$ cat config.mk
export PLATFORM = sky130hd
export DESIGN_NAME = tmr_overflow_timer
export DESIGN_NICKNAME = d
export VERILOG_FILES = /design/src/rtl/tmr_pkg.sv /design/src/rtl/tmr_edge_sync.sv /design/src/rtl/tmr_prescale.sv /design/src/rtl/tmr_counter.sv /design/src/rtl/tmr_overflow_timer.sv
export SDC_FILE = /design/constraint.sdc
export NUM_CORES = 1
export LEC_CHECK = 0
export BUFFER_PORTS_ARGS = -buffer_cell sky130_fd_sc_hd__clkbuf_2
export CORE_MARGIN = 2
export CORE_UTILIZATION = 57
export DETAILED_ROUTE_END_ITERATION = 12
export MAX_ROUTING_LAYER = met4
export PLACE_DENSITY = 0.84
export SLEW_MARGIN = 20
export SYNTH_ARGS = -nofsm -noshare
export SYNTH_HDL_FRONTEND = slang
export SYNTH_SLANG_ARGS = --single-unit
$ cat constraint.sdc
create_clock -name clk -period 6 [get_ports clk]
set_clock_uncertainty 0.15 [all_clocks]
set_input_delay 1.2 -clock clk [delete_from_list [all_inputs] [get_ports clk]]
set_output_delay 1.2 -clock clk [all_outputs]
set_load 0.02 [all_outputs]
$ cat src/rtl/tmr_pkg.sv
package tmr_pkg;

    localparam int CNT_W     = 16;
    localparam int NARROW_W  = 8;
    localparam int PS_CODE_W = 3;
    localparam int PCNT_W    = 2 ** PS_CODE_W;
    localparam int SYNC_N    = 2;

    typedef struct packed {
        logic [PS_CODE_W-1:0] ps_code;
        logic                 bypass;
        logic                 fall_edge;
        logic                 ext_src;
        logic                 narrow;
        logic                 run;
    } tmr_ctrl_t;

    localparam int CTRL_W = $bits(tmr_ctrl_t);

    typedef struct packed {
        logic [CNT_W-1:0] value;
        logic             wrapped;
    } cnt_result_t;

    // Last prescaler count value of a period: 2^(code+1) - 1.
    function automatic logic [PCNT_W-1:0] ps_terminal(input logic [PS_CODE_W-1:0] code);
        logic [PCNT_W:0] span;
        logic [PCNT_W:0] last;
        span = {{(PCNT_W-1){1'b0}}, 2'b10} << code;
        last = span - {{PCNT_W{1'b0}}, 1'b1};
        return last[PCNT_W-1:0];
    endfunction

endpackage

$ cat src/rtl/tmr_edge_sync.sv
module tmr_edge_sync
    import tmr_pkg::*;
#(
    parameter int STAGES = SYNC_N
) (
    input  logic clk,
    input  logic rst,
    input  logic pin_i,
    input  logic fall_sel_i,
    output logic tick_o
);

    logic [STAGES-1:0] sync_q;
    logic              prev_q;
    logic              level;

    always_ff @(posedge clk) begin
        if (rst) sync_q[0] <= 1'b0;
        else     sync_q[0] <= pin_i;
    end

    generate
        for (genvar g = 1; g < STAGES; g++) begin : g_stage
            always_ff @(posedge clk) begin
                if (rst) sync_q[g] <= 1'b0;
                else     sync_q[g] <= sync_q[g-1];
            end
        end
    endgenerate

    assign level = sync_q[STAGES-1];

    always_ff @(posedge clk) begin
        if (rst) prev_q <= 1'b0;
        else     prev_q <= level;
    end

    always_comb begin
        if (fall_sel_i) tick_o = prev_q & ~level;
        else            tick_o = level & ~prev_q;
    end

    // a tick always comes from a level change of the synchronized pin
    assert_tick_on_change_R5: assert property (@(posedge clk) disable iff (rst)
        tick_o |-> (level != prev_q));

endmodule

$ cat src/rtl/tmr_prescale.sv
module tmr_prescale
    import tmr_pkg::*;
(
    input  logic                 clk,
    input  logic                 rst,
    input  logic                 tick_i,
    input  logic                 bypass_i,
    input  logic [PS_CODE_W-1:0] code_i,
    input  logic                 restart_i,
    output logic                 tick_o
);

    logic [PCNT_W-1:0] pcnt_q;
    logic [PCNT_W-1:0] last;
    logic              at_last;

    assign last    = ps_terminal(code_i);
    assign at_last = (pcnt_q >= last);

    always_ff @(posedge clk) begin
        if (rst || restart_i) begin
            pcnt_q <= '0;
        end else if (tick_i && !bypass_i) begin
            if (at_last) pcnt_q <= '0;
            else         pcnt_q <= pcnt_q + 1'b1;
        end
    end

    always_comb begin
        if (bypass_i) tick_o = tick_i;
        else          tick_o = tick_i & at_last;
    end

    // a count write leaves the divider at zero
    assert_restart_zero_R8: assert property (@(posedge clk) disable iff (rst)
        restart_i |=> (pcnt_q == '0));

    // without a source tick the divider holds
    assert_hold_idle_R1: assert property (@(posedge clk) disable iff (rst)
        (!tick_i && !restart_i) |=> $stable(pcnt_q));

endmodule

$ cat src/rtl/tmr_counter.sv
module tmr_counter
    import tmr_pkg::*;
(
    input  logic             clk,
    input  logic             rst,
    input  logic             step_i,
    input  logic             narrow_i,
    input  logic             wr_i,
    input  logic [CNT_W-1:0] wdata_i,
    output logic [CNT_W-1:0] cnt_o,
    output logic             wrap_o
);

    localparam int HI_W = CNT_W - NARROW_W;

    logic [CNT_W-1:0] cnt_q;
    cnt_result_t      inc;

    always_comb begin
        inc = '0;
        if (narrow_i) begin
            inc.value   = {{HI_W{1'b0}}, cnt_q[NARROW_W-1:0] + 1'b1};
            inc.wrapped = &cnt_q[NARROW_W-1:0];
        end else begin
            inc.value   = cnt_q + 1'b1;
            inc.wrapped = &cnt_q;
        end
    end

    always_ff @(posedge clk) begin
        if (rst) begin
            cnt_q <= '0;
        end else if (wr_i) begin
            if (narrow_i) cnt_q <= {{HI_W{1'b0}}, wdata_i[NARROW_W-1:0]};
            else          cnt_q <= wdata_i;
        end else if (step_i) begin
            cnt_q <= inc.value;
        end else if (narrow_i) begin
            cnt_q <= {{HI_W{1'b0}}, cnt_q[NARROW_W-1:0]};
        end
    end

    assign cnt_o  = cnt_q;
    assign wrap_o = step_i & !wr_i & inc.wrapped;

    // the upper byte reads zero in 8-bit mode
    assert_upper_zero_R3: assert property (@(posedge clk) disable iff (rst)
        narrow_i |=> (cnt_q[CNT_W-1:NARROW_W] == '0));

    // a 16-bit step adds exactly one
    assert_step_one_R2: assert property (@(posedge clk) disable iff (rst)
        (step_i && !wr_i && !narrow_i) |=> (cnt_q == CNT_W'($past(cnt_q) + 1'b1)));

    // a write lands in the count
    assert_write_loads_R8: assert property (@(posedge clk) disable iff (rst)
        (wr_i && !narrow_i) |=> (cnt_q == $past(wdata_i)));

endmodule

$ cat src/rtl/tmr_overflow_timer.sv
module tmr_overflow_timer
    import tmr_pkg::*;
(
    input  logic              clk,
    input  logic              rst,
    input  logic [CTRL_W-1:0] ctrl_i,
    input  logic              icyc_en_i,
    input  logic              ext_pin_i,
    input  logic              cnt_wr_i,
    input  logic [CNT_W-1:0]  cnt_wdata_i,
    output logic [CNT_W-1:0]  cnt_o,
    input  logic              flag_clr_i,
    output logic              flag_o
);

    tmr_ctrl_t ctrl;
    logic      ext_tick;
    logic      src_tick;
    logic      run_tick;
    logic      step;
    logic      wrap;
    logic      flag_q;

    assign ctrl = tmr_ctrl_t'(ctrl_i);

    tmr_edge_sync #(.STAGES(SYNC_N)) u_sync (
        .clk        (clk),
        .rst        (rst),
        .pin_i      (ext_pin_i),
        .fall_sel_i (ctrl.fall_edge),
        .tick_o     (ext_tick)
    );

    assign src_tick = ctrl.ext_src ? ext_tick : icyc_en_i;
    assign run_tick = src_tick & ctrl.run;

    tmr_prescale u_ps (
        .clk       (clk),
        .rst       (rst),
        .tick_i    (run_tick),
        .bypass_i  (ctrl.bypass),
        .code_i    (ctrl.ps_code),
        .restart_i (cnt_wr_i),
        .tick_o    (step)
    );

    tmr_counter u_cnt (
        .clk      (clk),
        .rst      (rst),
        .step_i   (step),
        .narrow_i (ctrl.narrow),
        .wr_i     (cnt_wr_i),
        .wdata_i  (cnt_wdata_i),
        .cnt_o    (cnt_o),
        .wrap_o   (wrap)
    );

    always_ff @(posedge clk) begin
        if (rst)             flag_q <= 1'b0;
        else if (wrap)       flag_q <= 1'b1;
        else if (flag_clr_i) flag_q <= 1'b0;
    end

    assign flag_o = flag_q;

    // flag stays high until cleared
    assert_flag_sticky_R7: assert property (@(posedge clk) disable iff (rst)
        (flag_q && !flag_clr_i) |=> flag_q);

    // a stopped 16-bit timer with no write keeps its count
    assert_run_freeze_R1: assert property (@(posedge clk) disable iff (rst)
        (!ctrl.run && !cnt_wr_i && !ctrl.narrow) |=> $stable(cnt_o));

    // the flag rises only when the count has just wrapped to zero
    assert_flag_on_wrap_R2: assert property (@(posedge clk) disable iff (rst)
        $rose(flag_q) |-> (cnt_o == '0));

endmodule

Yosys cells after proc, flatten, opt, wreduce, memory -nomap -nowiden
Cells that the tools add are included.

cells by class
  add/sub/neg operators = 4
  order comparisons = 1
  shifts and indexed selects = 1
  multiplexer cells = 11
  bitwise operators = 8
  reductions and logical operators = 9

operator list
  kind                   number
  $mux 16                4
  $mux 17                1
  $add 16x1->16 const B  1
  $add 8x1->8 const B    2
  $reduce_and 16->1      1
  $ge 8x8->1             1
  $mux 8                 1
  $reduce_and 8->1       1
  $shl 2x3->8 const A    1
  $sub 8x1->8 const B    1
  $and 1x1->1            6
  $mux 1                 5
  $reduce_bool 2->1      2
  $reduce_bool 3->1      1
  $logic_not 1->1        2
  $not 1->1              2
  $logic_and 1x1->1      1
  $logic_or 1x1->1       1

storage, ports and cells
  bits in registers = 28
  input port bits = 30
  logic and storage cells = 41

Depth between registers and ports, before layout
  word-level depth = 10
  mapped depth = 15
  depth with buffers taken out = 12

By module
From an unflattened synthesis, not the netlist that was laid out.

second synthesis, totals
  cells, all modules = 206
  area, all modules = 1781.7 um^2

modules (own cells, without submodules)
  module              instances  cells an instance  area each (um^2)  seq. area each (um^2)
  tmr_counter         1          114                959.7             320.3
  tmr_prescale        1          77                 665.6             160.2
  tmr_edge_sync       1          9                  101.3             60.1
  tmr_overflow_timer  1          6                  55.1              20.0

Worst setup path after synthesis
No wires, ideal clock.

  kind = input to register
  from = in ctrl_i[5]
  to = reg u_cnt.cnt_q[1], in the netlist u_cnt.cnt_o[1]
  data arrival time = 3.888 ns
  data required time = 5.755 ns
  slack = 1.867 ns
  cell stages on the path = 14
  cell sequence = or3_1 -> ha_1 -> clkbuf_1 -> xor2_1 -> nor2_1 -> a21oi_1 -> ha_1 -> a21oi_1 -> nand3_1 -> a211oi_1 -> buf_2 -> buf_2 -> o21ai_0 -> a221oi_1

on the way
  word-level cells in the longest chain between the ends = 7

ends and longest elaborated chain
  item                  line                     source
  start, declared       tmr_overflow_timer.sv:6  input logic [CTRL_W-1:0] ctrl_i,
  $shl 2x3->8 *         tmr_pkg.sv:29            span = {{(PCNT_W-1){1'b0}}, 2'b10} << code;
  $sub 8x1->8 *         tmr_pkg.sv:30            last = span - {{PCNT_W{1'b0}}, 1'b1};
  $ge 8x8->1 *          tmr_prescale.sv:18       assign at_last = (pcnt_q >= last);
  $and 1x1->1 *         tmr_prescale.sv:31       else tick_o = tick_i & at_last;
  $mux 1 *              tmr_prescale.sv:30       if (bypass_i) tick_o = tick_i;
  $mux 16               tmr_counter.sv:36        end else if (step_i) begin
  $mux 16               tmr_counter.sv:33        end else if (wr_i) begin
  end signal, assigned  tmr_counter.sv:34        if (narrow_i) cnt_q <= {{HI_W{1'b0}}, wdata_i[NARROW_W-1:0]};
  end signal, assigned  tmr_counter.sv:35        else cnt_q <= wdata_i;
  end signal, assigned  tmr_counter.sv:37        cnt_q <= inc.value;
  end, declared         tmr_counter.sv:16        logic [CNT_W-1:0] cnt_q;

Every way passes the cells marked *; elsewhere a longest branch is shown, timed or not.
A chain may end at the register's enable or synchronous reset.

Worst setup path after layout
  from = in ctrl_i[5]
  to = reg u_cnt.cnt_q[6], in the netlist u_cnt.cnt_o[6]

Same word-level chain as after synthesis.

==> results.rst <==
.. list-table::
   :header-rows: 1

   * - Metric
     - Value
   * - Fill count
     - 279
   * - Number of rows in the core area
     - 20
   * - Number of hold buffers added after CTS
     - 0
   * - Count of input and output buffers
     - 46
   * - Power share of the sequential group
     - 54.3%
   * - Hold WC Path Type
     - flop to flop
   * - Total power density per cell area
     - 175 nW/um^2
   * - Setup TNS
     - 0 ns
   * - Post-route DRC violation count
     - 0
   * - H-Tree Depth
     - 1
   * - CTS-repair resized insts
     - 0
   * - Fraction of the core area covered by cells at the end of the flow
     - 69.4%
   * - Internal power component
     - 260 uW
   * - Worst path arrival time
     - 4.04 ns
   * - Gate Count Post-Synth
     - 229
   * - Post-synthesis net count
     - 269
   * - Area of all sequential standard cells
     - 561 sq um
   * - Share of synthesized flip-flops with an asynchronous set or reset
     - 0%
   * - Vertical die dimension
     - 60.9 um
   * - Share of Yosys cell area claimed by the top area cell type
     - 30.4%
   * - Sort of element at the start of the critical path
     - primary input
   * - Kind of capture point of the worst setup path
     - flop
   * - Io pins
     - 47
   * - Ys Warns
     - 0
   * - Ranking of synthesized cells by area
     - dfxtp_1 (30%), ha_1 (6.8%), o21ai_0 (4.3%), nor2_1 (4.3%), a21oi_1 (3.8%)
   * - TritonCTS Buffers
     - 3
   * - Worst VDD drop
     - 0.0887 mV
   * - Largest net degree at the start of global routing
     - 26
   * - Relative slew slack
     - 51.6%
   * - Setup repair after global routing missed its margin
     - no
   * - Number of setup buffers added after CTS
     - 0
   * - Area of the mapped netlist
     - 1850 sq um
   * - Classification of the worst setup path
     - primary input to flop
   * - Drt first pass iters
     - 5
   * - Syn avg cell area
     - 8.06 sq um
   * - Synthesis-to-finish area growth
     - 15.7%
   * - Overflow left after global routing
     - 0
   * - Final net count
     - 310
   * - DP Wirelength
     - 3180 um
   * - Top_reg_cell synth
     - dfxtp_1
   * - Fraction of layout instances using a drive strength above 1
     - 21.9%
   * - Clock tree root driver cell
     - clkbuf_4
   * - Via density per instance
     - 6.20
   * - Vias in the first global route
     - 1679
   * - TritonCTS clock tree
     - built
   * - Clock latency on the worst-skew pair
     - 0.34 ns
   * - Total detailed-routing wirelength
     - 4310 um
   * - Tmin final
     - 3.93 ns
   * - Number of slew-limit violations in the final report
     - 0
   * - Largest area contributor in the synthesized netlist
     - dfxtp_1
   * - Antenna diode count
     - 0
   * - Final count of negative-setup-slack endpoints
     - 0
   * - Combined area of the multi-input logic cells
     - 1220 sq um
   * - CTS max path bufs
     - 2
   * - Total core area
     - 3080 sq um
   * - Reg clk slew, reported paths
     - 0.16 ns
   * - Horizontal die dimension
     - 60.9 um
   * - Area enclosed by the die boundary
     - 3710 sq um
   * - Overall power of the completed layout
     - 373 uW
   * - Synth Register Bits
     - 28
   * - Clock net sink count
     - 28
   * - Reported leakage power
     - 0.860 nW
   * - Run status
     - completed
   * - Final RePlAce weighted congestion
     - 0.816
   * - Worst Slack Setup Final
     - 2.07 ns
   * - Number of nets still failing antenna checks after routing
     - 0
   * - Detail-routed net length per standard cell
     - 13.8 um
   * - Net switching power of the design
     - 113 uW
   * - GR Util All Layers
     - 25.6%
   * - Initial antenna violation count
     - 0
   * - Final worst-path cycle share
     - 65.4%
   * - Switching fraction of total power
     - 30.3%
   * - Worst-path maximum fanout
     - 24
   * - Worst-margin pin slew
     - 0.720 ns
   * - Required time of the critical path
     - 6.11 ns
   * - Worst slack after detailed placement
     - 1.71 ns
   * - Max-cap viol count
     - 0
   * - Post-Layout Inst Area
     - 2140 sq um
   * - Via total after detailed routing
     - 1940
   * - Number of DRC violations after detailed-routing iteration 0
     - 134
   * - First-pass GRT wire length
     - 7130 um
   * - Number of library cell types mapped by synthesis
     - 47
   * - Sequential cell area fraction in the yosys report
     - 30.4%
   * - Effective utilization at floorplan
     - 60.0%
   * - Post-synth EDFFs
     - 0
   * - Post-Place Cell Area
     - 2100 sq um
   * - Fmax
     - 255 MHz
   * - Combinational group share of total power
     - 20.1%
   * - Portion of total power attributed to the clock network
     - 25.7%
   * - Final hold violations
     - 0
-- cells in the final DEF (no fill, tap or decap), types with 3 or more instances in the layout --
cell type and instances:
clkbuf_2 46, dfxtp_1 28, nor2_1 21, nand2_1 16, o21ai_0 16, a21oi_1 14
nand3_1 10, ha_1 10, nand4_1 9, inv_1 8, or3_1 7, nor3_1 7
o31ai_1 7, xor2_1 6, a311oi_1 6, or4_1 5, a31oi_1 5, a21o_1 4
a211oi_1 4, nor2b_1 3, clkbuf_4 3
-- power groups by stage --
stage	logic (mW)	clock network [mW]	registers (mW)
final	0.0749	0.0959	0.203
after global routing	0.0828	0.104	0.204
after CTS	0.0746	0.0977	0.202
after detailed placement	0.0744	0	0.206
after global placement	0.0731	0	0.206
after floorplan	0.0409	0	0.212
-- layout make-up --
type	instances	share of cell area (%)
multi-input combinational	182	57.0
sequential	28	26.2
timing repair buffer	47	11.1
tap	44	2.58
clock buffer	4	1.70
inverter	8	1.41
-- stage by stage --
step | std cells | hold WS (ns)
6_report | 313 | 0.316
5_1_grt | 313 | 0.343
4_1_cts | 313 | 0.318
3_5_place_dp | 309 | 0.288
3_3_place_gp | 309 | 0.286
2_1_floorplan | 229 | 0.264
-- path summary, 6_finish.rpt --
check                              startpoint                          end  slack (ns)  cells after the start
setup / recovery                    ctrl_i[5]  u_cnt.cnt_o[6]$_SDFFE_PP0P_        2.07                     12
hold / removal    u_sync.sync_q[0]$_SDFF_PP0_      u_sync.level$_SDFF_PP0_        0.32                      1
setup reg to reg  u_ps.pcnt_q[2]$_SDFFE_PP0P_  u_cnt.cnt_o[6]$_SDFFE_PP0P_        3.54                      7
hold reg to reg   u_sync.sync_q[0]$_SDFF_PP0_      u_sync.level$_SDFF_PP0_        0.32                      1
-- kinds of logic after synthesis --
family	after synthesis	synth area share, %
simple gates	92	27.0
compound gates	71	27.4
flops	28	30.4
buf+inv	19	4.00
fa+ha+maj	10	6.78
xor+xnor	7	3.32
mux	2	1.08
-- Yosys cell counts, types with 3 or more instances --
| cell type | instances |
|---|---|
| or3_1 | 7 |
| nand3_1 | 10 |
| xor2_1 | 6 |
| a311oi_1 | 6 |
| or4_1 | 5 |
| dfxtp_1 | 28 |
| nor2b_1 | 3 |
| o21ai_0 | 16 |
| nor2_1 | 21 |
| a211oi_1 | 5 |
| a21oi_1 | 14 |
| ha_1 | 10 |
| nand2_1 | 16 |
| a31oi_1 | 5 |
| clkbuf_1 | 9 |
| inv_1 | 8 |
| nor3_1 | 7 |
| nand4_1 | 9 |
| a21o_1 | 4 |
| o31ai_1 | 7 |
-- flip-flops by register name, indices dropped and copies added (netlist names) --
| register | cells |
|---|---|
| flag_o | 1 |
| u_sync.level | 1 |
| u_cnt.cnt_o | 16 |
| u_sync.sync_q | 1 |
| u_sync.prev_q | 1 |
| u_ps.pcnt_q | 8 |
-- critical path, cell delays in order --
cell	delay (ns)
clkbuf_2	0.13
or3_1	0.40
ha_1	0.28
xor2_1	0.18
nor2_1	0.11
a21oi_1	0.05
ha_1	0.33
and4_1	0.25
a211oi_2	0.08
buf_4	0.22
or4_1	0.53
a311oi_1	0.27
-- per-layer routing --
metal / vias to the layer above / GRT usage, % / routed length [um]
met1: 895 / 33.9 / 1970
met4: 0 / 6.83 / 31
met5: - / - / 0
li1: 952 / - / -
met3: 5 / 3.84 / 333
met2: 88 / 40.7 / 1970
Note: power is estimated with default switching activity, not from simulation.
